--- config.mk ---
export PLATFORM = sky130hd
export DESIGN_NAME = srtc_bus_master
export DESIGN_NICKNAME = d
export VERILOG_FILES = /design/src/rtl/srtc_pkg.sv /design/src/rtl/srtc_ctrl.sv /design/src/rtl/srtc_dp.sv /design/src/rtl/srtc_bus_master.sv
export SDC_FILE = /design/constraint.sdc
export NUM_CORES = 1
export LEC_CHECK = 0
export BUFFER_PORTS_ARGS = -buffer_cell sky130_fd_sc_hd__buf_2
export CAP_MARGIN = 20
export CORE_ASPECT_RATIO = 1.25
export CORE_MARGIN = 3
export CORE_UTILIZATION = 45
export DETAILED_ROUTE_END_ITERATION = 6
export PLACE_DENSITY = 0.64
export SLEW_MARGIN = 20
export SYNTH_ARGS = -nofsm -noshare
export SYNTH_HDL_FRONTEND = slang
export SYNTH_SLANG_ARGS = --single-unit
--- constraint.sdc ---
create_clock -name clk -period 2.35 [get_ports clk]
set_input_delay 0 -clock clk [delete_from_list [all_inputs] [get_ports clk]]
set_output_delay 0 -clock clk [all_outputs]
set_load 0.05 [all_outputs]
--- src/rtl/srtc_pkg.sv ---
package srtc_pkg;

  // Width of the slave reset pulse, in system clock cycles.
  localparam int RST_PULSE_CYC = 8;

  typedef enum logic [1:0] {DIN_ZERO, DIN_MSB, DIN_NEXT, DIN_DIR} dinSel_e;
  typedef enum logic [1:0] {CNT_ADDR, CNT_DIR, CNT_DATA} cntSel_e;
  typedef enum logic [1:0] {SEG_ADDR, SEG_DIR, SEG_DATA} seg_e;
  typedef enum logic [2:0] {ST_IDLE, ST_WAIT, ST_RSTP, ST_BITA, ST_BITB, ST_BITC, ST_GAP} state_e;

  // Strobes from control to datapath.
  typedef struct packed {
    logic    loadReq;
    logic    linesIdle;
    logic    timerClr;
    logic    attemptClr;
    logic    attemptInc;
    logic    rstOn;
    logic    rstOff;
    logic    enSet;
    logic    enClr;
    logic    clkLow;
    logic    clkHigh;
    logic    dinLoad;
    dinSel_e dinSel;
    logic    loadWdata;
    logic    shiftOut;
    logic    sampleIn;
    logic    cntLoad;
    cntSel_e cntSel;
    logic    cntDec;
    logic    done;
    logic    err;
  } ctlStrobe_t;

  // Status flags from datapath to control.
  typedef struct packed {
    logic waitExpired;
    logic halfDone;
    logic rstDone;
    logic attemptLast;
    logic bitLast;
    logic isWrite;
  } dpFlag_t;

endpackage

--- src/rtl/srtc_ctrl.sv ---
module srtc_ctrl
  import srtc_pkg::*;
(
  input  logic       clk,
  input  logic       rstN,
  input  logic       reqValid,
  input  logic       slaveReady,
  input  dpFlag_t    flg,
  output ctlStrobe_t ctl,
  output logic       reqReady
);

  state_e st, stNext;
  seg_e   seg, segNext;

  always_ff @(posedge clk) begin
    if (!rstN) begin
      st  <= ST_IDLE;
      seg <= SEG_ADDR;
    end else begin
      st  <= stNext;
      seg <= segNext;
    end
  end

  assign reqReady = (st == ST_IDLE);

  always_comb begin
    ctl     = '0;
    stNext  = st;
    segNext = seg;
    case (st)
      ST_IDLE: begin
        if (reqValid) begin
          ctl.loadReq    = 1'b1;
          ctl.linesIdle  = 1'b1;
          ctl.timerClr   = 1'b1;
          ctl.attemptClr = 1'b1;
          stNext         = ST_WAIT;
        end
      end
      ST_WAIT: begin
        if (slaveReady) begin
          ctl.enSet    = 1'b1;
          ctl.dinLoad  = 1'b1;
          ctl.dinSel   = DIN_MSB;
          ctl.cntLoad  = 1'b1;
          ctl.cntSel   = CNT_ADDR;
          ctl.timerClr = 1'b1;
          segNext      = SEG_ADDR;
          stNext       = ST_BITA;
        end else if (flg.waitExpired) begin
          if (flg.attemptLast) begin
            ctl.done = 1'b1;
            ctl.err  = 1'b1;
            stNext   = ST_IDLE;
          end else begin
            ctl.rstOn    = 1'b1;
            ctl.timerClr = 1'b1;
            stNext       = ST_RSTP;
          end
        end
      end
      ST_RSTP: begin
        if (flg.rstDone) begin
          ctl.rstOff     = 1'b1;
          ctl.timerClr   = 1'b1;
          ctl.attemptInc = 1'b1;
          stNext         = ST_WAIT;
        end
      end
      ST_BITA: begin
        if (flg.halfDone) begin
          ctl.clkLow   = 1'b1;
          ctl.timerClr = 1'b1;
          stNext       = ST_BITB;
        end
      end
      ST_BITB: begin
        if (flg.halfDone) begin
          ctl.clkHigh = 1'b1;
          stNext      = ST_BITC;
        end
      end
      ST_BITC: begin
        ctl.cntDec = 1'b1;
        if (seg == SEG_DATA && !flg.isWrite) ctl.sampleIn = 1'b1;
        else if (seg != SEG_DIR)             ctl.shiftOut = 1'b1;
        if (flg.bitLast) begin
          ctl.dinLoad = 1'b1;
          ctl.dinSel  = DIN_ZERO;
          case (seg)
            SEG_ADDR: begin
              ctl.enClr   = 1'b1;
              ctl.cntLoad = 1'b1;
              ctl.cntSel  = CNT_DIR;
              segNext     = SEG_DIR;
              stNext      = ST_GAP;
            end
            SEG_DIR: begin
              ctl.cntLoad   = 1'b1;
              ctl.cntSel    = CNT_DATA;
              ctl.loadWdata = flg.isWrite;
              segNext       = SEG_DATA;
              stNext        = ST_GAP;
            end
            default: begin
              ctl.done = 1'b1;
              stNext   = ST_IDLE;
            end
          endcase
        end else begin
          if (seg != SEG_DATA || flg.isWrite) begin
            ctl.dinLoad = 1'b1;
            ctl.dinSel  = DIN_NEXT;
          end
          ctl.timerClr = 1'b1;
          stNext       = ST_BITA;
        end
      end
      ST_GAP: begin
        ctl.timerClr = 1'b1;
        stNext       = ST_BITA;
        if (seg == SEG_DIR) begin
          ctl.dinLoad = 1'b1;
          ctl.dinSel  = DIN_DIR;
        end else if (flg.isWrite) begin
          ctl.dinLoad = 1'b1;
          ctl.dinSel  = DIN_MSB;
        end
      end
      default: stNext = ST_IDLE;
    endcase
  end

endmodule

--- src/rtl/srtc_dp.sv ---
module srtc_dp
  import srtc_pkg::*;
#(
  parameter int ADDR_W      = 3,
  parameter int DATA_W      = 32,
  parameter int HALF_CYC    = 250,
  parameter int TIMEOUT_CYC = 15_000_000,
  parameter int ATTEMPTS    = 3
) (
  input  logic              clk,
  input  logic              rstN,
  input  logic              reqWrite,
  input  logic [ADDR_W-1:0] reqAddr,
  input  logic [DATA_W-1:0] reqWdata,
  input  logic              serDout,
  input  ctlStrobe_t        ctl,
  output dpFlag_t           flg,
  output logic              serEn,
  output logic              serClk,
  output logic              serDin,
  output logic              slaveRst,
  output logic              doneValid,
  output logic              doneErr,
  output logic [DATA_W-1:0] doneRdata
);

  localparam int MAX_A = (TIMEOUT_CYC > HALF_CYC) ? TIMEOUT_CYC : HALF_CYC;
  localparam int MAX_C = (MAX_A > RST_PULSE_CYC) ? MAX_A : RST_PULSE_CYC;
  localparam int TW    = $clog2(MAX_C + 1);
  localparam int CW    = $clog2(DATA_W + 1);
  localparam int AW    = $clog2(ATTEMPTS + 1);
  localparam logic [TW-1:0] WAIT_LAST = TW'(TIMEOUT_CYC - 1);
  localparam logic [TW-1:0] HALF_LAST = TW'(HALF_CYC - 1);
  localparam logic [TW-1:0] RST_LAST  = TW'(RST_PULSE_CYC - 1);

  logic [TW-1:0]     timer;
  logic [AW-1:0]     attempt;
  logic [CW-1:0]     bitCnt;
  logic [DATA_W-1:0] shiftReg;
  logic [DATA_W-1:0] wdataQ;
  logic              wrQ;

  always_ff @(posedge clk) begin
    if (!rstN) timer <= '0;
    else if (ctl.timerClr) timer <= '0;
    else timer <= timer + 1'b1;
  end

  always_ff @(posedge clk) begin
    if (!rstN || ctl.attemptClr) attempt <= '0;
    else if (ctl.attemptInc) attempt <= attempt + 1'b1;
  end

  always_ff @(posedge clk) begin
    if (!rstN) begin
      wrQ    <= 1'b0;
      wdataQ <= '0;
    end else if (ctl.loadReq) begin
      wrQ    <= reqWrite;
      wdataQ <= reqWdata;
    end
  end

  always_ff @(posedge clk) begin
    if (!rstN)              shiftReg <= '0;
    else if (ctl.loadReq)   shiftReg <= {reqAddr, {(DATA_W-ADDR_W){1'b0}}};
    else if (ctl.loadWdata) shiftReg <= wdataQ;
    else if (ctl.sampleIn)  shiftReg <= {shiftReg[DATA_W-2:0], serDout};
    else if (ctl.shiftOut)  shiftReg <= {shiftReg[DATA_W-2:0], 1'b0};
  end

  always_ff @(posedge clk) begin
    if (!rstN) bitCnt <= '0;
    else if (ctl.cntLoad) begin
      case (ctl.cntSel)
        CNT_ADDR: bitCnt <= CW'(ADDR_W);
        CNT_DIR:  bitCnt <= CW'(1);
        default:  bitCnt <= CW'(DATA_W);
      endcase
    end else if (ctl.cntDec) bitCnt <= bitCnt - 1'b1;
  end

  always_ff @(posedge clk) begin
    if (!rstN || ctl.linesIdle) begin
      serEn  <= 1'b0;
      serClk <= 1'b0;
      serDin <= 1'b0;
    end else begin
      if (ctl.enSet)      serEn <= 1'b1;
      else if (ctl.enClr) serEn <= 1'b0;
      if (ctl.clkLow)       serClk <= 1'b0;
      else if (ctl.clkHigh) serClk <= 1'b1;
      if (ctl.dinLoad) begin
        case (ctl.dinSel)
          DIN_MSB:  serDin <= shiftReg[DATA_W-1];
          DIN_NEXT: serDin <= shiftReg[DATA_W-2];
          DIN_DIR:  serDin <= wrQ;
          default:  serDin <= 1'b0;
        endcase
      end
    end
  end

  always_ff @(posedge clk) begin
    if (!rstN)           slaveRst <= 1'b0;
    else if (ctl.rstOn)  slaveRst <= 1'b1;
    else if (ctl.rstOff) slaveRst <= 1'b0;
  end

  always_ff @(posedge clk) begin
    if (!rstN) begin
      doneValid <= 1'b0;
      doneErr   <= 1'b0;
    end else begin
      doneValid <= ctl.done;
      if (ctl.done) doneErr <= ctl.err;
    end
  end

  assign doneRdata = (doneValid && !doneErr && !wrQ) ? shiftReg : '0;

  assign flg.waitExpired = (timer == WAIT_LAST);
  assign flg.halfDone    = (timer == HALF_LAST);
  assign flg.rstDone     = (timer == RST_LAST);
  assign flg.attemptLast = (attempt == AW'(ATTEMPTS - 1));
  assign flg.bitLast     = (bitCnt == CW'(1));
  assign flg.isWrite     = wrQ;

endmodule

--- src/rtl/srtc_bus_master.sv ---
module srtc_bus_master
  import srtc_pkg::*;
#(
  parameter int ADDR_W      = 3,
  parameter int DATA_W      = 32,
  parameter int HALF_CYC    = 250,
  parameter int TIMEOUT_CYC = 15_000_000,
  parameter int ATTEMPTS    = 3
) (
  input  logic              clk,
  input  logic              rstN,
  input  logic              reqValid,
  input  logic              reqWrite,
  input  logic [ADDR_W-1:0] reqAddr,
  input  logic [DATA_W-1:0] reqWdata,
  output logic              reqReady,
  output logic              doneValid,
  output logic              doneErr,
  output logic [DATA_W-1:0] doneRdata,
  input  logic              slaveReady,
  output logic              slaveRst,
  output logic              serEn,
  output logic              serClk,
  output logic              serDin,
  input  logic              serDout
);

  ctlStrobe_t ctl;
  dpFlag_t    flg;

  srtc_ctrl i_ctrl (
    .clk        (clk),
    .rstN       (rstN),
    .reqValid   (reqValid),
    .slaveReady (slaveReady),
    .flg        (flg),
    .ctl        (ctl),
    .reqReady   (reqReady)
  );

  srtc_dp #(
    .ADDR_W      (ADDR_W),
    .DATA_W      (DATA_W),
    .HALF_CYC    (HALF_CYC),
    .TIMEOUT_CYC (TIMEOUT_CYC),
    .ATTEMPTS    (ATTEMPTS)
  ) i_dp (
    .clk       (clk),
    .rstN      (rstN),
    .reqWrite  (reqWrite),
    .reqAddr   (reqAddr),
    .reqWdata  (reqWdata),
    .serDout   (serDout),
    .ctl       (ctl),
    .flg       (flg),
    .serEn     (serEn),
    .serClk    (serClk),
    .serDin    (serDin),
    .slaveRst  (slaveRst),
    .doneValid (doneValid),
    .doneErr   (doneErr),
    .doneRdata (doneRdata)
  );

endmodule

==> run_results.csv <==
group,metric,value,unit
placed_design,place.detailed.hpwl,7.94,mm
drt,vias_per_cell,5.23,
power,p_int,3.33,mW
setup_path,r2r_start,"i_dp.timer[14]",
drt,totalWireLength,11.9,mm
logic_synthesis,synth_cell_types,56,
logic_synthesis,synth_fp_nets,661,
logic_synthesis,seq_area_frac_synth,0.425,
power,p_sw_frac,0.294,
flow_run,maxCapViolations,0,
setup_path,worst-setup-path-type,"reg -> reg",
logic_synthesis,synth-seq-cells,108,
power,totalPowerFinal,4.71,mW
clocking,clkSinkCount,108,
final_layout,n_antenna_cell,0,
clocking,clkTransAtPathRegs,0.07,ns
final_layout,final_nets,765,
setup_path,crit_path_start,"i_dp.timer[14]",
clocking,cts-root-buf,"clkbuf_16",
floorplanning,fp.dieH,125,microns
sta,rsz0062_at_grt,"no",
sta,holdWs,0.0908,ns
placed_design,placedCellCount,802,
power,combPwrFrac,0.207,
worst_hold_path,holdPathStages,4,
final_layout,nFillCells,963,
global_route,grt_pass1_wl,20.3,mm
floorplanning,dieWidth,101,microns
floorplanning,core,10800,sq um
logic_synthesis,async_flop_share,0,
clocking,cts_max_level,3,
sta,clock_skew,0.00774,ns
final_layout,regArea,2160,sq um
global_route,grt_usage,0.193,
sta,min_period_over_period,0.947,
sta,worst_pin_slew,0.709,ns
logic_synthesis,netlist_instances,615,
final_layout,fin_util,0.587,
final_layout,instances_no_fill,856,
clocking,cts_buffer_depth,2,
final_layout,multiInputGateArea,2720,sq um
sta,maxSlewViolCount,0,
setup_path,r2r_slack,0.12,ns
setup_path,r2r_end,"i_ctrl.st[1]",
sta,setup_tns,0,ns
logic_synthesis,ys.flop_type,"dfxtp_1",
logic_synthesis,syn_area,5090,sq um
power,vdd_drop_max,679,uV
clocking,cts_tree,"built",
floorplanning,row_count,42,
logic_synthesis,netlist.area_leader.share,0.425,
placed_design,io_buffers,79,
logic_synthesis,synth_edf_count,0,
setup_path,critPathLaunchType,"flop",
logic_synthesis,synth_top_area_cell,"dfxtp_1",
global_route,antenna_found_initial,0,
logic_synthesis,synth.area.top_cells,"dfxtp_1 42%, nand2_1 7.7%, nor2_1 6.0%, mux2i_1 5.5%, a211oi_1 4.4%",
sta,maxSlewHeadroom,0.527,
sta,hold_viol_final,0,
drt,first_pass_iters,5,
floorplanning,dieArea,12600,sq um
setup_path,setup.worst_path.end_class,"flop",
power,seqPwrFrac,0.451,
final_layout,syn_to_final_growth,24.7,%
power,total_leakage_power,2.51,nW
logic_synthesis,yosys_warnings,0,
drt,antenna_left,0,
setup_path,path_max_fanout,5,
global_route,grt_pass1_vias,4458,
setup_path,critPathArrivalTime,2.45,ns
setup_path,cp.required,2.58,ns
power,power_frac_clock,0.342,
logic_synthesis,synth_area_per_cell,8.28,sq um
placed_design,place.gp.congestion,0.840,
clocking,cts_buffers,9,
floorplanning,pin_count,80,
drt,vias,4481,
final_layout,drive_gt1_frac,0.174,
clocking,cts_resized,0,
global_route,grt_max_degree,55,
power,p_sw,1.38,mW
global_route,grt_overflow,0,
setup_path,cp-endpoint,"i_ctrl.st[1]",
sta,final.min_clock_period,2.23,ns
drt,drc,0,
drt,first_iter_violations,168,
floorplanning,start_util,0.470,
status,status,"finished, final reports clean",
power,powerDensity,742,nW/um^2
sta,timing.fmax,0.449,GHz
final_layout,final_common_cell,"dfxtp_1",
clocking,worstSkewPairLatency,0.34,ns
final_layout,layout_common_cells,"108 x dfxtp_1, 105 x nand2_1, 80 x nor2_1",
setup_path,reg2reg_depth,6,
drt,wl_per_cell,13.9,microns
sta,finalSetupViolations,0,
worst_hold_path,hold_path_class,"in -> reg",
## what timing repair did
item | 4_1_cts | 5_1_grt
endpoints found under the hold margin | 39 | 0
endpoints found under the setup margin | 0 | 1
buffers inserted | 0 | 0
hold buffers | 38 | 0
## registers in the layout, summed over array words and instances (netlist names), 2 cells and up
register / flops
i_dp.attempt: 2
i_ctrl.st: 3
i_ctrl.seg: 2
i_dp.shiftReg: 32
i_dp.bitCnt: 6
i_dp.wdataQ: 32
i_dp.timer: 24
## layout make-up
| cell class | instances | share of cell area |
|---|---|---|
| timing repair buffer | 135 | 0.147 |
| clock buffer | 11 | 0.0382 |
| inverter | 10 | 0.00591 |
| sequential | 108 | 0.340 |
| multi-input combinational | 455 | 0.429 |
| clock inverter | 5 | 0.0130 |
| tap | 132 | 0.0260 |
## worst min path at each step
stage                       from              end  slack (ns)
finish                slaveReady     i_dp.doneErr        0.09
global route          slaveReady     i_dp.doneErr        0.10
CTS                   slaveReady     i_dp.doneErr        0.08
detailed placement  reqWdata[19]  i_dp.wdataQ[19]        0.25
global placement    reqWdata[28]  i_dp.wdataQ[28]        0.24
floorplan           reqWdata[29]  i_dp.wdataQ[29]        0.14
## routing by layer
layer,global-route usage,up-vias,routed length (microns)
li1,-,2310,-
met1,0.236,2062,5250
met2,0.341,93,5970
met3,0.0252,16,449
met4,0.0704,0,207
met5,0,-,0
## through the flow
stage	setup WS [ns]	instance area, sq um
2_1_floorplan	0.184	5100
4_1_cts	0.118	6350
3_5_place_dp	0.124	5640
3_3_place_gp	0.185	5640
6_report	0.125	6350
5_1_grt	0.00774	6350
## cells by family after synthesis
group | share of synthesized area
multiplexers | 0.0551
buffers and inverters | 0.0460
adder cells (fa/ha/maj) | 0.0123
XOR/XNOR | 0.0464
flip-flops | 0.425
AND/OR/NAND/NOR | 0.266
AO/OA/AOI/OAI | 0.150
## worst max-delay path, stage by stage, from the launching register on
cell and delay (ns):
dfxtp_1 0.40, nand3_1 0.13, or4_4 0.51, nor4_4 0.25, o22ai_2 0.16, or4_1 0.53
o211a_1 0.13
## cells in the mapped netlist, drive strengths merged, types with 3 or more instances
library cell    n
o31ai           3
nor3            8
a222oi          3
nand4           7
o22ai           4
a211oi         30
and3            7
clkbuf         34
nand3b          4
mux2i          28
dfxtp         108
ha              5
a21boi         21
nand2b          4
nor3b           3
nor4            8
nand3          11
buf             7
inv            10
and2           33
nor2           81
xor2            7
xnor2          20
o21ai           7
nand2         105
a21oi          32
## power groups by stage
stage | Clock, mW | Sequential (mW) | Combinational [mW]
floorplan | 0 | 2.09 | 0.740
global placement | 0 | 2.16 | 0.909
detailed placement | 0 | 2.16 | 0.929
CTS | 1.67 | 2.12 | 0.981
global route | 1.74 | 2.15 | 1.10
finish | 1.61 | 2.13 | 0.975
No activity file was read; power rests on OpenSTA's default activity.
